--- config.mk ---
export PLATFORM = sky130hd
export DESIGN_NAME = reclk_seq
export DESIGN_NICKNAME = d
export VERILOG_FILES = /design/src/rtl/reclk_pkg.sv /design/src/rtl/reclk_wait_timer.sv /design/src/rtl/reclk_step_decode.sv /design/src/rtl/reclk_seq.sv
export SDC_FILE = /design/constraint.sdc
export NUM_CORES = 1
export LEC_CHECK = 0
export BUFFER_PORTS_ARGS = -buffer_cell sky130_fd_sc_hd__buf_2
export CAP_MARGIN = 25
export CORE_ASPECT_RATIO = 1.25
export CORE_MARGIN = 4
export CORE_UTILIZATION = 60
export CTS_CLUSTER_SIZE = 10
export DETAILED_ROUTE_END_ITERATION = 8
export PLACE_DENSITY = 0.75
export SLEW_MARGIN = 25
export SYNTH_ARGS = -nofsm -noshare
export SYNTH_HDL_FRONTEND = slang
export SYNTH_HIERARCHICAL = 1
export SYNTH_SLANG_ARGS = --single-unit
--- constraint.sdc ---
create_clock -name clk -period 7.1 [get_ports clk]
set_input_delay 0.355 -clock clk [delete_from_list [all_inputs] [get_ports clk]]
set_output_delay 0.355 -clock clk [all_outputs]
set_load 0.02 [all_outputs]
--- src/rtl/reclk_pkg.sv ---
package reclk_pkg;

   typedef logic [5:0] step_t;

   localparam int NSTEP = 33;

   localparam step_t ST_BEGIN       = 6'd0;
   localparam step_t ST_OFF_PRE     = 6'd1;
   localparam step_t ST_OFF_MRS     = 6'd2;
   localparam step_t ST_OFF_WAIT    = 6'd3;
   localparam step_t ST_SR_PRE      = 6'd4;
   localparam step_t ST_SR_REF_A    = 6'd5;
   localparam step_t ST_SR_REF_B    = 6'd6;
   localparam step_t ST_SR_AUTO_OFF = 6'd7;
   localparam step_t ST_SR_SELF_ON  = 6'd8;
   localparam step_t ST_SR_WAIT     = 6'd9;
   localparam step_t ST_CLK         = 6'd10;
   localparam step_t ST_XS_CLKWAIT  = 6'd11;
   localparam step_t ST_XS_PRE      = 6'd12;
   localparam step_t ST_XS_SELF_OFF = 6'd13;
   localparam step_t ST_XS_AUTO_ON  = 6'd14;
   localparam step_t ST_XS_WAIT_A   = 6'd15;
   localparam step_t ST_XS_WAIT_B   = 6'd16;
   localparam step_t ST_MR2         = 6'd17;
   localparam step_t ST_MR2_WAIT    = 6'd18;
   localparam step_t ST_MR1         = 6'd19;
   localparam step_t ST_MR1_WAIT    = 6'd20;
   localparam step_t ST_MR0         = 6'd21;
   localparam step_t ST_MR0_WAIT    = 6'd22;
   localparam step_t ST_TIMING      = 6'd23;
   localparam step_t ST_ON_MR1      = 6'd24;
   localparam step_t ST_ON_MR1_WAIT = 6'd25;
   localparam step_t ST_ON_RST      = 6'd26;
   localparam step_t ST_ON_RST_WAIT = 6'd27;
   localparam step_t ST_ON_MR0      = 6'd28;
   localparam step_t ST_ON_MR0_WAIT = 6'd29;
   localparam step_t ST_ON_LOCK     = 6'd30;
   localparam step_t ST_ON_PRE      = 6'd31;
   localparam step_t ST_FIN         = 6'd32;

   typedef enum logic [1:0] {K_NOP, K_CMD, K_WAIT, K_FIN} kind_e;

   localparam logic [2:0] OP_PRE    = 3'd0;
   localparam logic [2:0] OP_REF    = 3'd1;
   localparam logic [2:0] OP_AUTO   = 3'd2;
   localparam logic [2:0] OP_SELF   = 3'd3;
   localparam logic [2:0] OP_MRS    = 3'd4;
   localparam logic [2:0] OP_CLK    = 3'd5;
   localparam logic [2:0] OP_TIMING = 3'd6;

   localparam logic [1:0] MT_DDR2  = 2'd0;
   localparam logic [1:0] MT_DDR3  = 2'd1;
   localparam logic [1:0] MT_GDDR3 = 2'd2;
   localparam logic [1:0] MT_OTHER = 2'd3;

   function automatic int ceil_div(int num, int den);
      return (num + den - 1) / den;
   endfunction

endpackage

--- src/rtl/reclk_wait_timer.sv ---
module reclk_wait_timer #(
   parameter int CNT_W = 16
) (
   input  logic             clk,
   input  logic             rst_n,
   input  logic             clear,
   input  logic             run,
   input  logic [CNT_W-1:0] limit,
   output logic             expired
);

   logic [CNT_W-1:0] cnt_q;

   assign expired = run && (cnt_q == limit - CNT_W'(1));

   always_ff @(posedge clk or negedge rst_n) begin
      if (!rst_n)     cnt_q <= '0;
      else if (clear) cnt_q <= '0;
      else if (run)   cnt_q <= cnt_q + CNT_W'(1);
   end

endmodule

--- src/rtl/reclk_step_decode.sv ---
module reclk_step_decode
   import reclk_pkg::*;
#(
   parameter step_t STEP_ID       = ST_BEGIN,
   parameter int    MR_W          = 16,
   parameter int    CNT_W         = 16,
   parameter int    MRD_CYC       = 50,
   parameter int    LOCK_DDR2_CYC = 100,
   parameter int    LOCK_DDR3_CYC = 600,
   parameter int    LOCK_GDD3_CYC = 2000,
   parameter int    SRE_CYC       = 100,
   parameter int    SRX_CYC       = 0,
   parameter int    XS_CYC        = 50
) (
   input  logic [1:0]      typ,
   input  logic [MR_W-1:0] cur0,
   input  logic [MR_W-1:0] cur1,
   input  logic [MR_W-1:0] cur2,
   input  logic [MR_W-1:0] tgt0,
   input  logic [MR_W-1:0] tgt1,
   input  logic [MR_W-1:0] tgt2,
   output logic            en,
   output kind_e           kind,
   output logic [2:0]      op,
   output logic [1:0]      sel,
   output logic [MR_W-1:0] data,
   output logic [CNT_W-1:0] wcyc
);

   logic            is_g3;
   logic            is_d3;
   logic [MR_W-1:0] flag;
   logic            cur_off;
   logic            tgt_off;
   logic            go_off;
   logic            want_on;
   logic [CNT_W-1:0] lock_cyc;

   always_comb begin
      is_g3   = (typ == MT_GDDR3);
      is_d3   = (typ == MT_DDR3);
      flag    = is_g3 ? (MR_W'(1) << 6) : MR_W'(1);
      cur_off = |(cur1 & flag);
      tgt_off = |(tgt1 & flag);
      go_off  = !cur_off && tgt_off;
      want_on = !tgt_off;
      case (typ)
         MT_DDR2: lock_cyc = CNT_W'(LOCK_DDR2_CYC);
         MT_DDR3: lock_cyc = CNT_W'(LOCK_DDR3_CYC);
         default: lock_cyc = CNT_W'(LOCK_GDD3_CYC);
      endcase

      en   = 1'b1;
      kind = K_CMD;
      op   = OP_PRE;
      sel  = 2'd0;
      data = '0;
      wcyc = '0;

      case (STEP_ID)
         ST_BEGIN:       kind = K_NOP;
         ST_OFF_PRE:     en = go_off;
         ST_OFF_MRS: begin
            en = go_off; op = OP_MRS; sel = 2'd1; data = cur1 | flag;
         end
         ST_OFF_WAIT: begin
            en = go_off; kind = K_WAIT; wcyc = CNT_W'(MRD_CYC);
         end
         ST_SR_PRE:      op = OP_PRE;
         ST_SR_REF_A,
         ST_SR_REF_B:    op = OP_REF;
         ST_SR_AUTO_OFF: op = OP_AUTO;
         ST_SR_SELF_ON: begin
            op = OP_SELF; data = MR_W'(1);
         end
         ST_SR_WAIT: begin
            kind = K_WAIT; wcyc = is_d3 ? CNT_W'(SRE_CYC) : '0;
         end
         ST_CLK:         op = OP_CLK;
         ST_XS_CLKWAIT: begin
            kind = K_WAIT; wcyc = CNT_W'(SRX_CYC);
         end
         ST_XS_PRE:      op = OP_PRE;
         ST_XS_SELF_OFF: op = OP_SELF;
         ST_XS_AUTO_ON: begin
            op = OP_AUTO; data = MR_W'(1);
         end
         ST_XS_WAIT_A,
         ST_XS_WAIT_B: begin
            kind = K_WAIT; wcyc = is_d3 ? CNT_W'(XS_CYC) : '0;
         end
         ST_MR2: begin
            en = (cur2 != tgt2); op = OP_MRS; sel = 2'd2; data = tgt2;
         end
         ST_MR2_WAIT: begin
            en = (cur2 != tgt2); kind = K_WAIT; wcyc = CNT_W'(MRD_CYC);
         end
         ST_MR1: begin
            en = (cur1 != tgt1); op = OP_MRS; sel = 2'd1;
            data = tgt1 | (cur1 & flag);
         end
         ST_MR1_WAIT: begin
            en = (cur1 != tgt1); kind = K_WAIT; wcyc = CNT_W'(MRD_CYC);
         end
         ST_MR0: begin
            en = (cur0 != tgt0); op = OP_MRS; sel = 2'd0; data = tgt0;
         end
         ST_MR0_WAIT: begin
            en = (cur0 != tgt0); kind = K_WAIT; wcyc = CNT_W'(MRD_CYC);
         end
         ST_TIMING:      op = OP_TIMING;
         ST_ON_MR1: begin
            en = want_on && cur_off; op = OP_MRS; sel = 2'd1; data = tgt1;
         end
         ST_ON_MR1_WAIT: begin
            en = want_on && cur_off; kind = K_WAIT; wcyc = CNT_W'(MRD_CYC);
         end
         ST_ON_RST: begin
            en = want_on; op = OP_MRS; data = tgt0 | (MR_W'(1) << 8);
         end
         ST_ON_MR0: begin
            en = want_on; op = OP_MRS; data = tgt0;
         end
         ST_ON_RST_WAIT,
         ST_ON_MR0_WAIT: begin
            en = want_on; kind = K_WAIT; wcyc = CNT_W'(MRD_CYC);
         end
         ST_ON_LOCK: begin
            en = want_on; kind = K_WAIT; wcyc = lock_cyc;
         end
         ST_ON_PRE:      en = want_on && is_g3;
         default:        kind = K_FIN;
      endcase

      if (kind == K_WAIT && wcyc == '0) en = 1'b0;
   end

endmodule

--- src/rtl/reclk_seq.sv ---
module reclk_seq
   import reclk_pkg::*;
#(
   parameter int MR_W             = 16,
   parameter int CNT_W            = 16,
   parameter int CLK_PERIOD_NS    = 20,
   parameter int T_MRD_NS         = 1000,
   parameter int T_LOCK_DDR2_NS   = 2000,
   parameter int T_LOCK_DDR3_NS   = 12000,
   parameter int T_LOCK_GDDR3_NS  = 40000,
   parameter int T_SR_ENTRY_NS    = 2000,
   parameter int T_CLK_STABLE_NS  = 0,
   parameter int T_SR_EXIT_NS     = 1000
) (
   input  logic            clk,
   input  logic            rst_n,
   input  logic            start,
   input  logic [1:0]      mem_type,
   input  logic [MR_W-1:0] cur_mr0,
   input  logic [MR_W-1:0] cur_mr1,
   input  logic [MR_W-1:0] cur_mr2,
   input  logic [MR_W-1:0] tgt_mr0,
   input  logic [MR_W-1:0] tgt_mr1,
   input  logic [MR_W-1:0] tgt_mr2,
   output logic            cmd_valid,
   input  logic            cmd_ready,
   output logic [2:0]      cmd_op,
   output logic [1:0]      cmd_sel,
   output logic [MR_W-1:0] cmd_data,
   output logic            done,
   output logic            err
);

   localparam int MRD_CYC   = ceil_div(T_MRD_NS, CLK_PERIOD_NS);
   localparam int LK2_CYC   = ceil_div(T_LOCK_DDR2_NS, CLK_PERIOD_NS);
   localparam int LK3_CYC   = ceil_div(T_LOCK_DDR3_NS, CLK_PERIOD_NS);
   localparam int LKG_CYC   = ceil_div(T_LOCK_GDDR3_NS, CLK_PERIOD_NS);
   localparam int SRE_CYC   = ceil_div(T_SR_ENTRY_NS, CLK_PERIOD_NS);
   localparam int SRX_CYC   = ceil_div(T_CLK_STABLE_NS, CLK_PERIOD_NS);
   localparam int XS_CYC    = ceil_div(T_SR_EXIT_NS, CLK_PERIOD_NS);
   localparam int CNT_LIMIT = 2 ** CNT_W;

   if (MR_W < 9) begin : g_chk_mrw
      $error("reclk_seq: MR_W must hold bit 8");
   end
   if (CLK_PERIOD_NS < 1) begin : g_chk_period
      $error("reclk_seq: CLK_PERIOD_NS must be positive");
   end
   if (MRD_CYC >= CNT_LIMIT || LK2_CYC >= CNT_LIMIT || LK3_CYC >= CNT_LIMIT ||
       LKG_CYC >= CNT_LIMIT || SRE_CYC >= CNT_LIMIT || SRX_CYC >= CNT_LIMIT ||
       XS_CYC >= CNT_LIMIT) begin : g_chk_cnt
      $error("reclk_seq: CNT_W too narrow for a wait");
   end

   logic            busy_q;
   logic            err_q;
   step_t           step_q;
   logic [1:0]      typ_q;
   logic [MR_W-1:0] c0_q, c1_q, c2_q, t0_q, t1_q, t2_q;

   logic             en_v   [NSTEP];
   kind_e            kind_v [NSTEP];
   logic [2:0]       op_v   [NSTEP];
   logic [1:0]       sel_v  [NSTEP];
   logic [MR_W-1:0]  data_v [NSTEP];
   logic [CNT_W-1:0] wcyc_v [NSTEP];

   for (genvar g = 0; g < NSTEP; g++) begin : g_step
      reclk_step_decode #(
         .STEP_ID       (step_t'(g)),
         .MR_W          (MR_W),
         .CNT_W         (CNT_W),
         .MRD_CYC       (MRD_CYC),
         .LOCK_DDR2_CYC (LK2_CYC),
         .LOCK_DDR3_CYC (LK3_CYC),
         .LOCK_GDD3_CYC (LKG_CYC),
         .SRE_CYC       (SRE_CYC),
         .SRX_CYC       (SRX_CYC),
         .XS_CYC        (XS_CYC)
      ) u_dec (
         .typ  (typ_q),
         .cur0 (c0_q),
         .cur1 (c1_q),
         .cur2 (c2_q),
         .tgt0 (t0_q),
         .tgt1 (t1_q),
         .tgt2 (t2_q),
         .en   (en_v[g]),
         .kind (kind_v[g]),
         .op   (op_v[g]),
         .sel  (sel_v[g]),
         .data (data_v[g]),
         .wcyc (wcyc_v[g])
      );
   end

   kind_e cur_kind;
   step_t nxt_step;
   logic  timer_exp;
   logic  advance;

   assign cur_kind = kind_v[step_q];

   always_comb begin
      nxt_step = ST_FIN;
      for (int i = NSTEP - 1; i >= 1; i--) begin
         if (step_t'(i) > step_q && en_v[i]) nxt_step = step_t'(i);
      end
   end

   assign advance = busy_q && ((cur_kind == K_NOP) ||
                               (cur_kind == K_CMD && cmd_ready) ||
                               (cur_kind == K_WAIT && timer_exp));

   reclk_wait_timer #(.CNT_W(CNT_W)) u_timer (
      .clk     (clk),
      .rst_n   (rst_n),
      .clear   (advance || !busy_q),
      .run     (busy_q && cur_kind == K_WAIT),
      .limit   (wcyc_v[step_q]),
      .expired (timer_exp)
   );

   always_ff @(posedge clk or negedge rst_n) begin
      if (!rst_n) begin
         busy_q <= 1'b0;
         err_q  <= 1'b0;
         step_q <= ST_BEGIN;
         typ_q  <= MT_DDR2;
         c0_q   <= '0;
         c1_q   <= '0;
         c2_q   <= '0;
         t0_q   <= '0;
         t1_q   <= '0;
         t2_q   <= '0;
      end else if (!busy_q) begin
         if (start) begin
            busy_q <= 1'b1;
            err_q  <= (mem_type == MT_OTHER);
            step_q <= (mem_type == MT_OTHER) ? ST_FIN : ST_BEGIN;
            typ_q  <= mem_type;
            c0_q   <= cur_mr0;
            c1_q   <= cur_mr1;
            c2_q   <= (mem_type == MT_DDR2) ? tgt_mr2 : cur_mr2;
            t0_q   <= tgt_mr0;
            t1_q   <= tgt_mr1;
            t2_q   <= tgt_mr2;
         end
      end else if (step_q == ST_FIN) begin
         busy_q <= 1'b0;
      end else if (advance) begin
         step_q <= nxt_step;
      end
   end

   assign cmd_valid = busy_q && (cur_kind == K_CMD);
   assign cmd_op    = op_v[step_q];
   assign cmd_sel   = sel_v[step_q];
   assign cmd_data  = data_v[step_q];
   assign done      = busy_q && (step_q == ST_FIN);
   assign err       = err_q;

endmodule

==> results of run 1 <==
registers in the layout (all words and copies together) (netlist names), 2 cells and up:
register and count:
c0_q 16, c1_q 16, c2_q 16, t1_q 16, t0_q 16, typ_q 2
step_q 6, t2_q 16, u_timer/cnt_q 16
report_power, final:
group	internal [µW]	leakage (µW)	switching, µW
Sequential	926	0.00151	592
Clock	597	0.000307	382
Combinational	3350	0.00913	3200
Total	4870	0.0109	4170
layout by cell type (no fill, tap or decap), types with 32 or more instances in the layout:
| master | n |
|---|---|
| mux4_2 | 340 |
| dfrtp_1 | 117 |
| o21ai_0 | 40 |
| buf_2 | 124 |
| nand2_1 | 80 |
| xor2_1 | 118 |
| mux2i_1 | 59 |
| nor2b_1 | 32 |
| mux2_2 | 96 |
| nor2_1 | 62 |
| a21oi_1 | 45 |
| conb_1 | 1170 |
| buf_4 | 49 |
area by class of cell:
type / count / area share, %
diodes: 2 / 0.0206
repair buffers: 175 / 4.22
clock inverters: 14 / 0.849
multi-input cells: 2401 / 77.1
inverters: 14 / 0.216
well taps: 630 / 3.24
flip-flops and latches: 122 / 12.6
clock buffers: 18 / 1.77
worst max-delay path by stage:
stage / to / slack [ns] / cells past startpoint
floorplan: u_timer/cnt_q[15] / 1.58 / 24
global placement: u_timer/cnt_q[15] / 1.16 / 19
detailed placement: u_timer/cnt_q[15] / 1.14 / 19
CTS: u_timer/cnt_q[15] / 1.11 / 19
global route: u_timer/cnt_q[15] / 0.66 / 20
finish: u_timer/cnt_q[15] / 1.21 / 21
per-layer routing:
layer	track usage, %	vias up	share of wire, %	wire length, µm
met4	9.96	4	5.0	2620
met2	36.4	465	51	26400
li1	-	7549	-	-
met5	0	-	0.050	26
met1	25.2	8121	39	20100
met3	3.26	126	5.5	2880
critical path: stages, from the launching register on:
cell and delay (ns):
dfrtp_4 0.61, buf_16 0.25, mux4_2 0.44, mux4_2 0.46, nor2b_1 0.14, a31oi_1 0.16, o21ai_1 0.14, inv_1 0.09
ha_1 0.28, nor4b_2 0.64, xor2_1 0.15, o41ai_1 0.29, o2111ai_1 0.19, nor4b_2 0.33, nor2_2 0.11, o21ai_4 0.15
buf_4 0.24, o211ai_1 0.17, nor4_1 0.50, nand3_1 0.16, xor2_1 0.17, nor2_1 0.05
metrics by stage:
stage,cells,util (%)
after detailed placement,3340,51.0
after global routing,3374,52.4
after floorplan,3973,-
after global placement,3340,51.0
final,3376,52.4
after CTS,3373,52.4
what timing repair did:
action	in CTS	in global routing
endpoints found under the hold margin	16	0
hold buffers	1	0
endpoints found under the setup margin	0	0
==> impl_metrics.yaml, run 1 <==
run_status:
  status: "finished clean"
die:
  core_um2: 46400
  die_area_um2: 50600
  fp.dieW_um: 202
  ios: 126
  die-height_um: 250
  rows: 88
  start_util_pct: 60.9
cts:
  htree_levels: 4
  path_clk_slew_ns: 0.07
  cts_tree: "yes"
  cts_setup_buffers: 0
  clockBufferDepth: 2
  clk_latency_ns: 0.43
  ctsResizeCount: 0
  root_buffer: "clkbuf_16"
  cts_made_buffers: 17
  clock-sinks: 122
timing:
  clock.fmax_ghz: 0.170
  setup_viol: 0
  period_needed_ns: 5.89
  finalWorstSetupSlack_ns: 1.21
  rsz0062_at_grt: "false"
  maxSlewHeadroom_pct: 33.0
  fin_setup_tns_ns: 0
  fin_crit_sh_pct: 82.9
  tightest_slew_ns: 1.00
  drv_slew: 0
  holdWs_ns: 0.152
  finalHoldViolCount: 0
  clock_skew_ns: 0.0142
layout:
  layout-area-overhead-vs-synth_pct: -13.9
  fillers: 4202
  final_cell_area_um2: 24300
  ff_latch_area_um2: 3070
  multi_input_area_um2: 18700
  drive_gt1_share_pct: 25.1
  nets: 2835
worst_setup_path:
  critPathLaunch: "step_q[0]"
  crit_fanout: 43
  arrival_ns: 6.19
  reg2reg_from: "step_q[0]"
  timing.rr.end: "u_timer/cnt_q[15]"
  r2r_cells: 21
  worstPathRequired_ns: 7.41
  criticalPathCategory: "flip-flop to flip-flop"
  crit_path_end_kind: "flip-flop"
  start_kind: "flip-flop"
  r2r_slack_ns: 1.21
drt:
  drt-initial-drc-count: 919
  vias: 16300
  wirelength_um: 52000
  ant_nets: 0
  drtPass1Iterations: 5
  drc_errors: 0
  routedWlPerCell_um: 15.4
  routed_via_density: 4.82
global_routing:
  grt_pass1_wl_um: 85000
  antenna_found_initial: 4
  grt_pass1_vias: 16700
  grt_max_degree: 85
  grt-ovfl-total: 0
  grt_usage_pct: 20.8
power_and_ir_drop:
  powerDensity_nw_per_um2: 372
  ir_worst_vdd_mv: 0.229
  finalPower_uw: 9040
  leakagePower_uw: 0.0109
flow_run:
  cap_violations: 0
yosys:
  synth.avg_cell_area_um2: 9.84
  yosys_warnings: 6
  synth_area_um2: 28200
  synthCells: 2868
worst_hold_path:
  min_delay_path_depth: 2
  holdPathEnd: "t1_q[5]"
  hold_class: "input pin to flip-flop"
  min_from: "tgt_mr1[5]"
placed_design:
  io_buffers: 125
  dpl_worst_slack_ns: 1.14
  placed_area_um2: 23600
  dp_hpwl_um: 38500
  place_congestion: 0.926
Power figures use the tool's default switching activity.
==> run 2: changes to the inputs <==
Clock period 7.1 ns to 5.45 ns, I/O delays scaled along.
==> run 2 against run 1 <==
Effect of this change:
- routed wire length rose by 1.2%
- first-iteration DRC count decreased by 5.2%
- sequential power is 23% higher
- sequential share of layout area down 0.061 points
- non-clock buffer count grew 15
- worst hold slack got worse by 0.083 ns
- die area unchanged
- critical endpoint is now u_timer/cnt_q[10]
- setup slack worse by 0.85 ns
- global-route usage fell by 0.28 points
- clock power is 24% higher
- critical path type unchanged
==> impl_metrics.yaml, run 2 (synthesized netlist as in run 1, its figures left out) <==
run_status:
  status: "finished clean"
layout:
  utilization_pct: 52.7
  final_common_cell: "conb_1"
  layout_common_cells: "conb_1, mux4_2, buf_2"
  nets: 2850
  fillers: 4184
  drive_gt1_share_pct: 25.6
  layout-area-overhead-vs-synth_pct: -13.4
global_routing:
  grt_pass1_wl_um: 83100
  grt-ovfl-total: 0
  grt_max_degree: 70
  grt_usage_pct: 20.6
  grt_pass1_vias: 15900
  antenna_found_initial: 2
cts:
  htree_levels: 4
  clockBufferDepth: 2
  cts_made_buffers: 17
  clock-sinks: 122
  root_buffer: "clkbuf_16"
  clk_latency_ns: 0.43
  cts_tree: "yes"
  path_clk_slew_ns: 0.07
timing:
  drv_slew: 0
  period_needed_ns: 5.08
  setup_viol: 0
  tightest_slew_ns: 0.938
  fin_crit_sh_pct: 93.3
  maxSlewHeadroom_pct: 36.5
  clock.fmax_ghz: 0.197
  fin_setup_tns_ns: 0
  clock_skew_ns: 0.0166
  finalHoldViolCount: 0
  rsz0062_at_grt: "false"
  finalWorstSetupSlack_ns: 0.365
drt:
  drc_errors: 0
  ant_nets: 0
  wl_met1_um: 20200
  wirelength_um: 52600
  routedWlPerCell_um: 15.5
  drt-initial-drc-count: 871
  wl_met3_um: 2630
  routed_via_density: 4.83
  wl_met2_um: 27400
  drtPass1Iterations: 5
  routed.top_layer: "met5"
  vias: 16400
placed_design:
  io_buffers: 125
  place_congestion: 0.908
  dp_hpwl_um: 39500
  dpl_worst_slack_ns: 0.374
die:
  die_area_um2: 50600
  die-height_um: 250
  core_um2: 46400
  start_util_pct: 60.9
  fp.dieW_um: 202
  rows: 88
  ios: 126
worst_setup_path:
  slowest_stage: "dfrtp_1"
  start_kind: "flip-flop"
  arrival_ns: 5.39
  worstPathRequired_ns: 5.75
  crit_fanout: 8
  crit_path_end_kind: "flip-flop"
  criticalPathCategory: "flip-flop to flip-flop"
  crit_chain: "and2b_2, mux2_2, a22o_1, a222oi_1, and3_1, o21ai_0, buf_4, or3_1, or4_4, o311ai_2, o21ai_1, nor4b_2, nor2_2, o21ai_4, o2111ai_1, nor2_1, and3_1, xnor2_1, nor2_1"
  max_stage_delay_ns: 0.60
worst_hold_path:
  hold_class: "input pin to flip-flop"
flow_run:
  cap_violations: 0
power_and_ir_drop:
  ir_worst_vdd_mv: 0.375
  powerDensity_nw_per_um2: 484
  leakagePower_uw: 0.0110
-- run 2: cell count changes in the layout (fill, tap and decap cells not counted), sizes merged --
cell / change
buf: +15
bufinv: -1
clkinv: +1
clkinvlp: +4
diode: -1
inv: -5
-- run 2: per-layer routing --
layer  up-vias  global-route usage (%)
met4         2                    8.91
met3       127                    2.98
met5         -                       0
met1      8166                    24.5
li1       7579                       -
met2       480                    37.0
-- run 2: final timing paths --
| kind | from | end | slack (ns) | cells after the start |
|---|---|---|---|---|
| worst max-delay path | typ_q[1] | u_timer/cnt_q[10] | 0.37 | 19 |
| worst min-delay path | cur_mr0[13] | c0_q[13] | 0.07 | 2 |
| worst max register to register | typ_q[1] | u_timer/cnt_q[10] | 0.37 | 19 |
| worst min register to register | err | err | 0.57 | 2 |
| max in group asynchronous | rst_n | c2_q[14] | 3.61 | 3 |
| min in group asynchronous | rst_n | u_timer/cnt_q[14] | 0.47 | 2 |
-- run 2: final cells by class --
| cell class | count | area [µm²] | area share [%] |
|---|---|---|---|
| antenna | 1 | 2.50 | 0.0102 |
| tap | 630 | 788 | 3.23 |
| clock buffer | 18 | 439 | 1.80 |
| multi-input combinational | 2401 | 18700 | 76.7 |
| clock inverter | 13 | 168 | 0.686 |
| timing repair buffer | 190 | 1170 | 4.78 |
| inverter | 14 | 52.6 | 0.215 |
| sequential | 122 | 3070 | 12.6 |
-- run 2: metrics by stage --
stage	std cells	power, µW	hold WS (ns)	instance area, µm²
after global placement	3354	10300	0.355	23800
after floorplan	3973	9750	-0.0231	32400
after global routing	3388	12700	0.0680	24400
after detailed placement	3355	10400	0.364	23800
final	3389	11800	0.0683	24400
after CTS	3387	11700	0.0624	24400
-- run 2: power breakdown --
| part | switching (µW) | total [µW] | internal [µW] |
|---|---|---|---|
| combinational | 4300 | 8750 | 4450 |
| sequential | 658 | 1870 | 1210 |
| clock | 486 | 1220 | 733 |
-- run 2: timing repair --
item | CTS | global route
resized for setup | 0 | 1
hold buffers | 1 | 0
endpoints found under the hold margin | 53 | 0
buffers inserted | 0 | 1
endpoints found under the setup margin | 0 | 1
-- run 2: worst max-delay path, delay by kind of cell, from the launching register on --
kind	cells	cell delay, ns
buffers and inverters	1	0.20
AO/OA/AOI/OAI	7	1.57
flip-flops	1	0.60
AND/OR/NAND/NOR	9	2.22
XOR/XNOR	1	0.13
multiplexers	1	0.26
==> run 3: changes to the inputs <==
Settings changed: CELL_PAD_IN_SITES_DETAIL_PLACEMENT set to 1, CELL_PAD_IN_SITES_GLOBAL_PLACEMENT set to 1, CORE_UTILIZATION 60 to 52, PLACE_DENSITY 0.75 to not set, PLACE_DENSITY_LB_ADDON set to 0.1.
==> run 3 against run 2 <==
Effect of this change:
- worst hold slack worse by 0.040 ns
- sequential power is 3% higher
- combinational power is 2% higher
- final area is 0.85% higher
- clock-buffer cell count fell by 1
- critical endpoint unchanged
==> impl_metrics.yaml, run 3 (synthesized netlist as in run 1, its figures left out) <==
run_status:
  status: "finished clean"
cts:
  clk_latency_ns: 0.47
  clock-sinks: 122
  path_clk_slew_ns: 0.08
  cts_made_buffers: 17
  htree_levels: 4
  root_buffer: "clkbuf_16"
  clockBufferDepth: 2
  cts_tree: "yes"
drt:
  vias: 16400
  routed_via_density: 4.70
  ant_nets: 0
  drc_errors: 0
  drt-initial-drc-count: 788
  wirelength_um: 61800
  routedWlPerCell_um: 17.7
  drtPass1Iterations: 5
die:
  die_area_um2: 58100
  fp.dieW_um: 216
  ios: 126
  die-height_um: 268
  start_util_pct: 52.5
  core_um2: 53700
  rows: 95
worst_hold_path:
  min_from: "cur_mr0[1]"
  holdPathEnd: "c0_q[1]"
  min_delay_path_depth: 2
  hold_class: "input pin to flip-flop"
layout:
  final_common_cell: "conb_1"
  layout-area-overhead-vs-synth_pct: -12.7
  fillers: 6543
  layout_common_cells: "conb_1, mux4_2, buf_2"
  drive_gt1_share_pct: 25.7
  nets: 2856
  final_cell_area_um2: 24600
power_and_ir_drop:
  ir_worst_vdd_mv: 0.316
  powerDensity_nw_per_um2: 492
  leakagePower_uw: 0.0111
  finalPower_uw: 12100
global_routing:
  grt-ovfl-total: 0
  grt_max_degree: 117
  grt_pass1_wl_um: 95200
  grt_usage_pct: 21.3
  grt_pass1_vias: 17100
  antenna_found_initial: 4
placed_design:
  io_buffers: 125
  place_congestion: 0.854
  dp_hpwl_um: 47300
  placed_area_um2: 23900
  dpl_worst_slack_ns: 0.207
timing:
  clock_skew_ns: 0.0220
  tightest_slew_ns: 0.935
  period_needed_ns: 5.10
  clock.fmax_ghz: 0.196
  setup_viol: 0
  maxSlewHeadroom_pct: 36.7
  finalHoldViolCount: 0
  fin_setup_tns_ns: 0
  finalWorstSetupSlack_ns: 0.351
  fin_crit_sh_pct: 93.6
  drv_slew: 0
  rsz0062_at_grt: "false"
worst_setup_path:
  crit_path_end_kind: "flip-flop"
  arrival_ns: 5.44
  crit_chain: "buf_16, mux4_2, mux4_2, nor2b_1, a31oi_1, o21ai_1, or4_4, or4_4, o311ai_2, o21ai_1, nor4b_2, nor2_2, o21ai_4, o2111ai_1, nor2_1, and3_1, xnor2_1, nor2_1"
  r2r_cells: 18
  worstPathRequired_ns: 5.79
  crit_fanout: 17
  r2r_slack_ns: 0.35
  max_stage_delay_ns: 0.63
  timing.rr.end: "u_timer/cnt_q[10]"
  reg2reg_from: "step_q[0]"
  start_kind: "flip-flop"
  criticalPathCategory: "flip-flop to flip-flop"
  slowest_stage: "dfrtp_4"
flow_run:
  cap_violations: 0
run 3: per-layer routing:
metal | share of wire [%] | GRT usage [%] | wire length [µm] | vias up
met3 | 2.7 | 2.60 | 1650 | 78
met4 | 2.6 | 6.68 | 1630 | 2
li1 | - | - | - | 7590
met5 | 0.021 | 0 | 13 | -
met2 | 54 | 39.4 | 33200 | 217
met1 | 41 | 26.0 | 25300 | 8536
run 3: what timing repair did:
item	4_1_cts	5_1_grt
resized for setup	0	1
hold buffers	2	0
buffers inserted	0	3
hold endpoints to repair	80	0
endpoints found under the setup margin	0	10
run 3: power by group:
group	total [µW]	switching [µW]	internal (µW)
registers	1930	725	1210
clock network	1220	531	693
logic	8950	4440	4520
total	12100	5690	6420
run 3: critical path, delay by kind of cell, from the launching register on:
kind / cells / cell delay (ns)
xor+xnor: 1 / 0.13
flops: 1 / 0.63
compound gates: 6 / 1.11
buf+inv: 1 / 0.22
simple gates: 8 / 2.00
mux: 2 / 0.87
run 3: how the worst max path moves through the flow:
| stage | depth (start not counted) | slack (ns) | startpoint | end |
|---|---|---|---|---|
| 2_1_floorplan | 23 | 0.02 | step_q[0] | u_timer/cnt_q[15] |
| 3_3_place_gp | 18 | 0.37 | step_q[0] | u_timer/cnt_q[13] |
| 3_5_place_dp | 20 | 0.21 | step_q[0] | u_timer/cnt_q[15] |
| 4_1_cts | 20 | 0.16 | step_q[0] | u_timer/cnt_q[15] |
| 5_1_grt | 20 | 0.04 | step_q[0] | u_timer/cnt_q[15] |
| 6_report | 18 | 0.35 | step_q[0] | u_timer/cnt_q[10] |
run 3: layout make-up:
cell class                      instances  area, µm²  share of cell area [%]
Inverter                               14       52.6                   0.213
Clock inverter                         15        180                   0.731
Clock buffer                           17        425                    1.73
Timing Repair Buffer                  196       1250                    5.06
Multi-Input combinational cell       2401      18700                    76.1
Tap cell                              727        910                    3.69
Sequential cell                       122       3070                    12.5
Antenna cell                            1       2.50                  0.0102
run 3: metrics by stage:
stage	hold slack (ns)	cells	util, %
after floorplan	-0.0231	3973	-
after global placement	0.350	3455	44.6
after detailed placement	0.363	3455	44.6
after CTS	0.00173	3489	45.7
after global routing	0.0178	3493	45.9
final	0.0280	3493	45.9
